[src/rtl/cb_line_pkg.sv]
package cb_line_pkg;
  typedef enum logic [2:0] {
    ST_IDLE     = 3'd0,
    ST_DRAIN    = 3'd1,
    ST_COPYBACK = 3'd2,
    ST_RELOAD   = 3'd3,
    ST_UPDATE   = 3'd4
  } cbl_state_e;
endpackage

[src/rtl/cbl_wbuf.sv]
module cbl_wbuf #(
  parameter int W     = 8,
  parameter int DEPTH = 4
) (
  input  logic         clk,
  input  logic         rst_n,
  input  logic         push,
  input  logic [W-1:0] push_data,
  input  logic         pop,
  output logic [W-1:0] head,
  output logic         empty,
  output logic         full
);
  localparam int PW = (DEPTH > 1) ? $clog2(DEPTH) : 1;
  localparam int CW = $clog2(DEPTH + 1);

  logic [W-1:0]  mem [DEPTH];
  logic [PW-1:0] wr_ptr, rd_ptr;
  logic [CW-1:0] count;

  function automatic logic [PW-1:0] nxt(input logic [PW-1:0] p);
    return (p == PW'(DEPTH - 1)) ? '0 : p + PW'(1);
  endfunction

  assign empty = (count == '0);
  assign full  = (count == CW'(DEPTH));
  assign head  = mem[rd_ptr];

  always_ff @(posedge clk) begin
    if (push) mem[wr_ptr] <= push_data;
  end

  always_ff @(posedge clk) begin
    if (!rst_n) begin
      wr_ptr <= '0;
      rd_ptr <= '0;
      count  <= '0;
    end else begin
      if (push) wr_ptr <= nxt(wr_ptr);
      if (pop)  rd_ptr <= nxt(rd_ptr);
      case ({push, pop})
        2'b10:   count <= count + CW'(1);
        2'b01:   count <= count - CW'(1);
        default: count <= count;
      endcase
    end
  end
endmodule

[src/rtl/cbl_status.sv]
module cbl_status #(
  parameter int TAG_W = 20
) (
  input  logic             clk,
  input  logic             rst_n,
  input  logic             set_mod,
  input  logic             load,
  input  logic [TAG_W-1:0] load_tag,
  input  logic             load_shared,
  output logic             v,
  output logic             s,
  output logic             m,
  output logic [TAG_W-1:0] tag
);
  always_ff @(posedge clk) begin
    if (!rst_n) begin
      v   <= 1'b0;
      s   <= 1'b0;
      m   <= 1'b0;
      tag <= '0;
    end else if (load) begin
      v   <= 1'b1;
      s   <= load_shared;
      m   <= 1'b0;
      tag <= load_tag;
    end else if (set_mod) begin
      m   <= 1'b1;
    end
  end
endmodule

[src/rtl/cbl_fsm.sv]
module cbl_fsm
  import cb_line_pkg::*;
(
  input  logic       clk,
  input  logic       rst_n,
  input  logic       miss_go,
  input  logic       wb_empty,
  input  logic       victim_dirty,
  input  logic       cb_done,
  input  logic       rl_done,
  output cbl_state_e state,
  output logic       cb_req,
  output logic       rl_req,
  output logic       load_stat
);
  cbl_state_e nxt;

  always_comb begin
    nxt = state;
    unique case (state)
      ST_IDLE:     if (miss_go)  nxt = ST_DRAIN;
      ST_DRAIN:    if (wb_empty) nxt = victim_dirty ? ST_COPYBACK : ST_RELOAD;
      ST_COPYBACK: if (cb_done)  nxt = ST_RELOAD;
      ST_RELOAD:   if (rl_done)  nxt = ST_UPDATE;
      ST_UPDATE:   nxt = ST_IDLE;
      default:     nxt = ST_IDLE;
    endcase
  end

  always_ff @(posedge clk) begin
    if (!rst_n) state <= ST_IDLE;
    else        state <= nxt;
  end

  assign cb_req    = (state == ST_COPYBACK);
  assign rl_req    = (state == ST_RELOAD);
  assign load_stat = (state == ST_UPDATE);
endmodule

[src/rtl/cb_line_ctrl.sv]
module cb_line_ctrl
  import cb_line_pkg::*;
#(
  parameter int TAG_W    = 20,
  parameter int DATA_W   = 32,
  parameter int WB_DEPTH = 4
) (
  input  logic              clk,
  input  logic              rst_n,
  input  logic              req_valid,
  output logic              req_ready,
  input  logic              req_store,
  input  logic              req_wt,
  input  logic [TAG_W-1:0]  req_tag,
  input  logic [DATA_W-1:0] req_data,
  output logic              drn_valid,
  input  logic              drn_ready,
  output logic [TAG_W-1:0]  drn_tag,
  output logic [DATA_W-1:0] drn_data,
  output logic              drn_cache,
  output logic              drn_mem,
  output logic              cb_req,
  output logic [TAG_W-1:0]  cb_addr,
  input  logic              cb_done,
  output logic              rl_req,
  output logic [TAG_W-1:0]  rl_addr,
  input  logic              rl_done,
  input  logic              rl_shared,
  output logic              stat_valid,
  output logic              stat_shared,
  output logic              stat_modify,
  output logic [TAG_W-1:0]  stat_tag
);
  localparam int ENT_W = TAG_W + DATA_W + 2;

  cbl_state_e       state;
  logic             hit, accept, miss_go, set_mod, load_stat;
  logic             wb_empty, wb_full, wb_push, wb_pop;
  logic [ENT_W-1:0] wb_in, wb_head;
  logic [TAG_W-1:0] pend_tag;
  logic             shared_q;

  assign hit       = stat_valid && (req_tag == stat_tag);
  assign req_ready = (state == ST_IDLE) && !wb_full;
  assign accept    = req_valid && req_ready;
  assign wb_push   = accept && req_store;
  assign set_mod   = wb_push && hit && !req_wt;
  assign miss_go   = accept && !req_store && !hit;
  assign wb_in     = {req_tag, req_data, hit, (!hit || req_wt)};
  assign wb_pop    = drn_valid && drn_ready;

  assign drn_valid = !wb_empty;
  assign {drn_tag, drn_data, drn_cache, drn_mem} = wb_head;

  cbl_wbuf #(.W(ENT_W), .DEPTH(WB_DEPTH)) u_wbuf (
    .clk(clk), .rst_n(rst_n), .push(wb_push), .push_data(wb_in),
    .pop(wb_pop), .head(wb_head), .empty(wb_empty), .full(wb_full)
  );

  always_ff @(posedge clk) begin
    if (!rst_n) begin
      pend_tag <= '0;
      shared_q <= 1'b0;
    end else begin
      if (miss_go)          pend_tag <= req_tag;
      if (rl_req && rl_done) shared_q <= rl_shared;
    end
  end

  cbl_fsm u_fsm (
    .clk(clk), .rst_n(rst_n), .miss_go(miss_go), .wb_empty(wb_empty),
    .victim_dirty(stat_valid && stat_modify), .cb_done(cb_done),
    .rl_done(rl_done), .state(state), .cb_req(cb_req), .rl_req(rl_req),
    .load_stat(load_stat)
  );

  cbl_status #(.TAG_W(TAG_W)) u_stat (
    .clk(clk), .rst_n(rst_n), .set_mod(set_mod), .load(load_stat),
    .load_tag(pend_tag), .load_shared(shared_q), .v(stat_valid),
    .s(stat_shared), .m(stat_modify), .tag(stat_tag)
  );

  assign cb_addr = stat_tag;
  assign rl_addr = pend_tag;
endmodule

[config.mk]
export PLATFORM = sky130hd
export DESIGN_NAME = cb_line_ctrl
export DESIGN_NICKNAME = d
export VERILOG_FILES = /design/src/rtl/cb_line_pkg.sv /design/src/rtl/cbl_wbuf.sv /design/src/rtl/cbl_status.sv /design/src/rtl/cbl_fsm.sv /design/src/rtl/cb_line_ctrl.sv
export SDC_FILE = /design/constraint.sdc
export NUM_CORES = 1
export LEC_CHECK = 0
export BUFFER_PORTS_ARGS = -buffer_cell sky130_fd_sc_hd__clkbuf_2
export CAP_MARGIN = 10
export CORE_MARGIN = 5
export CORE_UTILIZATION = 50
export CTS_CLUSTER_DIAMETER = 120
export CTS_CLUSTER_SIZE = 8
export DETAILED_ROUTE_END_ITERATION = 12
export GPL_TIMING_DRIVEN = 0
export PLACE_DENSITY = 0.75
export SLEW_MARGIN = 20
export SYNTH_ARGS = -nofsm -noshare
export SYNTH_HDL_FRONTEND = slang
export SYNTH_HIERARCHICAL = 1
export SYNTH_SLANG_ARGS = --single-unit
[constraint.sdc]
create_clock -name clk -period 2.75 [get_ports clk]
set_input_delay 0.275 -clock clk [delete_from_list [all_inputs] [get_ports clk]]
set_output_delay 0.275 -clock clk [all_outputs]
set_load 0.05 [all_outputs]
==> reports/qor.yml <==
synthesis:
  syn-num-nets: 714
  syn_area_um2: 11100
  synth.most_common_cell: "edfxtp_1"
  synthXorXnorAreaFrac_pct: 1.74
  synth_top_family_by_area: "multiplexers"
  synth_area_per_cell_um2: 17.1
  synth_common_cells: "216 x edfxtp_1, 56 x dfxtp_1, 50 x mux4_2"
  synth-compound-area-share_pct: 3.12
  synthSimpleGateAreaFrac_pct: 7.91
  synth-edff-count: 216
  synth.distinct_cells: 43
  synth_warnings: 6
  synth_top_cell_area_share_pct: 58.6
  syn-instance-count: 646
  synth-seq-cells: 272
  synth_async_sr_flop_share_pct: 0
  synth_adder_area_share_pct: 0.858
  synth_mux_area_share_pct: 13.5
  synthTopCellsByArea: "edfxtp_1 59%, mux4_2 10%, dfxtp_1 10%"
  ys.flop_type: "edfxtp_1"
  synth_area_leader_cell: "edfxtp_1"
  yosysSeqAreaShare_pct: 68.7
power_and_ir_drop:
  leakage_nw: 5.16
  p_comb_share_pct: 25.5
  seqPwrFrac_pct: 39.8
  pwr-share-clk_pct: 34.7
  p_total_mw: 12.2
  p_per_area_nw_per_um2: 880
  swShare_pct: 30.8
  p_int_mw: 8.43
  power_switching_mw: 3.75
  vdd_drop_max_uv: 425
place:
  dp_hpwl_um: 16000
  gp_congestion: 0.891
  portBuffers: 181
  dp_cells: 1111
critical_path:
  critical_path.max_fanout: 10
  crit_arrival_ns: 2.88
  reg2reg_slack_ns: 0.25
  r2r-start: "u_stat/tag[15]"
  end_kind: "flip-flop"
  start_kind: "flip-flop"
  reg2reg_depth: 9
  cp.required_ns: 3.13
  reg2reg_to: "u_fsm/state[0]"
  crit_type: "flip-flop to flip-flop"
floorplanning:
  start_util_pct: 50.8
  die_area_um2: 25200
  die_w_um: 159
  io_pins: 182
  core-area_um2: 21800
  die_h_um: 159
  rows: 54
cells_and_area:
  drive_gt1_share_pct: 35.4
  antenna_cells: 0
  final_nets: 970
  area_delta_synth_final_pct: 25.0
  layoutNonFillerInstCount: 1197
clocking:
  cts_buffer_depth: 3
  cts-root-buf: "clkbuf_16"
  post_cts_buffers: 0
  clock_latency_ns: 0.50
  clock-sinks: 272
  cts_buffers: 39
  cts_tree: "done"
  cts-htree-levels: 2
  clk_pin_slew_worst_paths_ns: 0.05
timing:
  period_share_pct: 90.8
  fin_crit_ns: 2.50
  setup_tns_ns: 0
  tightest_slew_ns: 0.471
  rsz0062_at_grt: "no"
  fin_skew_ns: 0.0199
  hold_viol_final: 0
  setup_viol: 0
  slew_headroom_pct: 68.6
  slew_viol_final: 0
  clock.fmax_mhz: 400
global_routing:
  grt_usage_pct: 19.1
  grt_first_pass_wirelength_um: 38600
  first_global_vias: 6908
  antenna_found_initial: 0
  grt_start_max_net_pins: 45
  grt-ovfl-total: 0
route:
  postRouteAntennaNets: 0
  via_per_inst: 5.49
  vias: 6577
  drtIter0Drc: 483
  wl_um: 24100
  wire_per_inst_um: 20.1
  post-route-drc-count: 0
  drt_first_pass_iters: 5
min_path:
  hold_end: "u_wbuf/mem[1][2]"
  hp-start: "req_data[0]"
  hold_path.class: "input port to flip-flop"
  holdPathStages: 1
status:
  status: "completed"
job:
  max_cap_viol_count: 0
[worst max path at each step]
stage                               start               end  cells past startpoint  slack (ns)
final                      u_stat/tag[15]    u_fsm/state[0]                      9        0.25
after global routing        u_stat/tag[7]    u_fsm/state[0]                      9        0.07
after floorplan           u_wbuf/count[0]  u_wbuf/mem[3][0]                      5        0.06
after detailed placement       req_tag[9]    u_fsm/state[0]                     10       -0.35
after global placement        req_tag[15]    u_fsm/state[0]                     10       -0.33
after CTS                  u_stat/tag[15]    u_fsm/state[0]                      9        0.10
[kinds of logic after synthesis]
| kind of cell | after synthesis |
|---|---|
| XOR/XNOR | 22 |
| AND/OR/NAND/NOR | 148 |
| adder cells (fa/ha/maj) | 7 |
| AO/OA/AOI/OAI | 51 |
| flip-flops | 272 |
| multiplexers | 80 |
| buffers and inverters | 66 |
[power by group through the flow]
stage,Combinational (mW),Sequential (mW),Clock (mW)
finish,3.11,4.84,4.22
global placement,3.05,4.92,0
global route,3.29,4.86,4.52
CTS,3.15,4.84,4.31
detailed placement,3.11,4.91,0
floorplan,2.19,5.09,0
[per-layer routing]
layer  wire length [µm]  track usage, %  up-vias
li1                   -               -     3018
met1              10200            25.7     3228
met2              11500            30.9      296
met3               1980            4.77       35
met4                475            5.59        0
met5                  0               0        -
[layout make-up]
| cell class | instances | area (µm²) |
|---|---|---|
| fill | 1578 | 7980 |
| sequential | 272 | 7610 |
| multi-input combinational | 308 | 3030 |
| timing repair buffer | 215 | 1300 |
| clock buffer | 56 | 1080 |
| buffer | 59 | 444 |
| tap | 280 | 350 |
| inverter | 7 | 26.3 |
[worst max-delay path: stages (launching register included)]
cell,delay (ns)
dfxtp_1,0.43
xor2_1,0.09
nor4_1,0.31
nand4_1,0.26
clkbuf_1,0.29
nor3_4,0.39
nor2b_1,0.10
mux2i_1,0.21
a22oi_1,0.14
mux2i_1,0.13
[cells in the final DEF (no fill, tap or decap), drive strengths merged]
cell         instances
a211oi               1
xor2                17
buf                 41
and2                 8
fa                   1
nor4                 5
mux4                54
nand2               26
edfxtp             216
and3                23
ha                   6
nor2b               29
or3                  1
and3b                2
mux2i               26
or4                 20
nor3                 2
and2b                1
and4                 1
o21ai               24
inv                  7
nor2                 2
nand4                1
dlygate4sd3         30
nor3b                4
a22oi                1
a2bb2oi             20
a21oi                1
a21boi               2
xnor2                5
nand2b               1
nand3               22
dfxtp               56
clkbuf             259
o21a                 2
[stage by stage]
stage / cell area, µm² / hold WS (ns) / utilization (%) / setup slack, ns
final: 13800 / 0.0244 / 63.4 / 0.252
after global placement: 12300 / 0.470 / 56.6 / -0.333
after CTS: 13800 / 0.00124 / 63.4 / 0.104
after detailed placement: 12400 / 0.475 / 57.0 / -0.352
after global routing: 13800 / 0.00836 / 63.4 / 0.0684
after floorplan: 11100 / 0.374 / - / 0.0626
[registers in the layout (all words and copies together), names as in the netlist, 2 cells and up, named ones only]
name	flops
rl_addr	20
u_fsm/state	3
u_stat/tag	20
u_wbuf/count	3
u_wbuf/mem	216
u_wbuf/rd_ptr	2
u_wbuf/wr_ptr	2
[repair_timing]
action                                  in CTS  in global routing
endpoints found under the setup margin       7                  1
hold endpoints to repair                   112                  0
gates resized for setup                      1                  3
pin swaps                                    0                  0
hold buffers                                30                  0
Note: power is estimated with default switching activity, not from simulation.
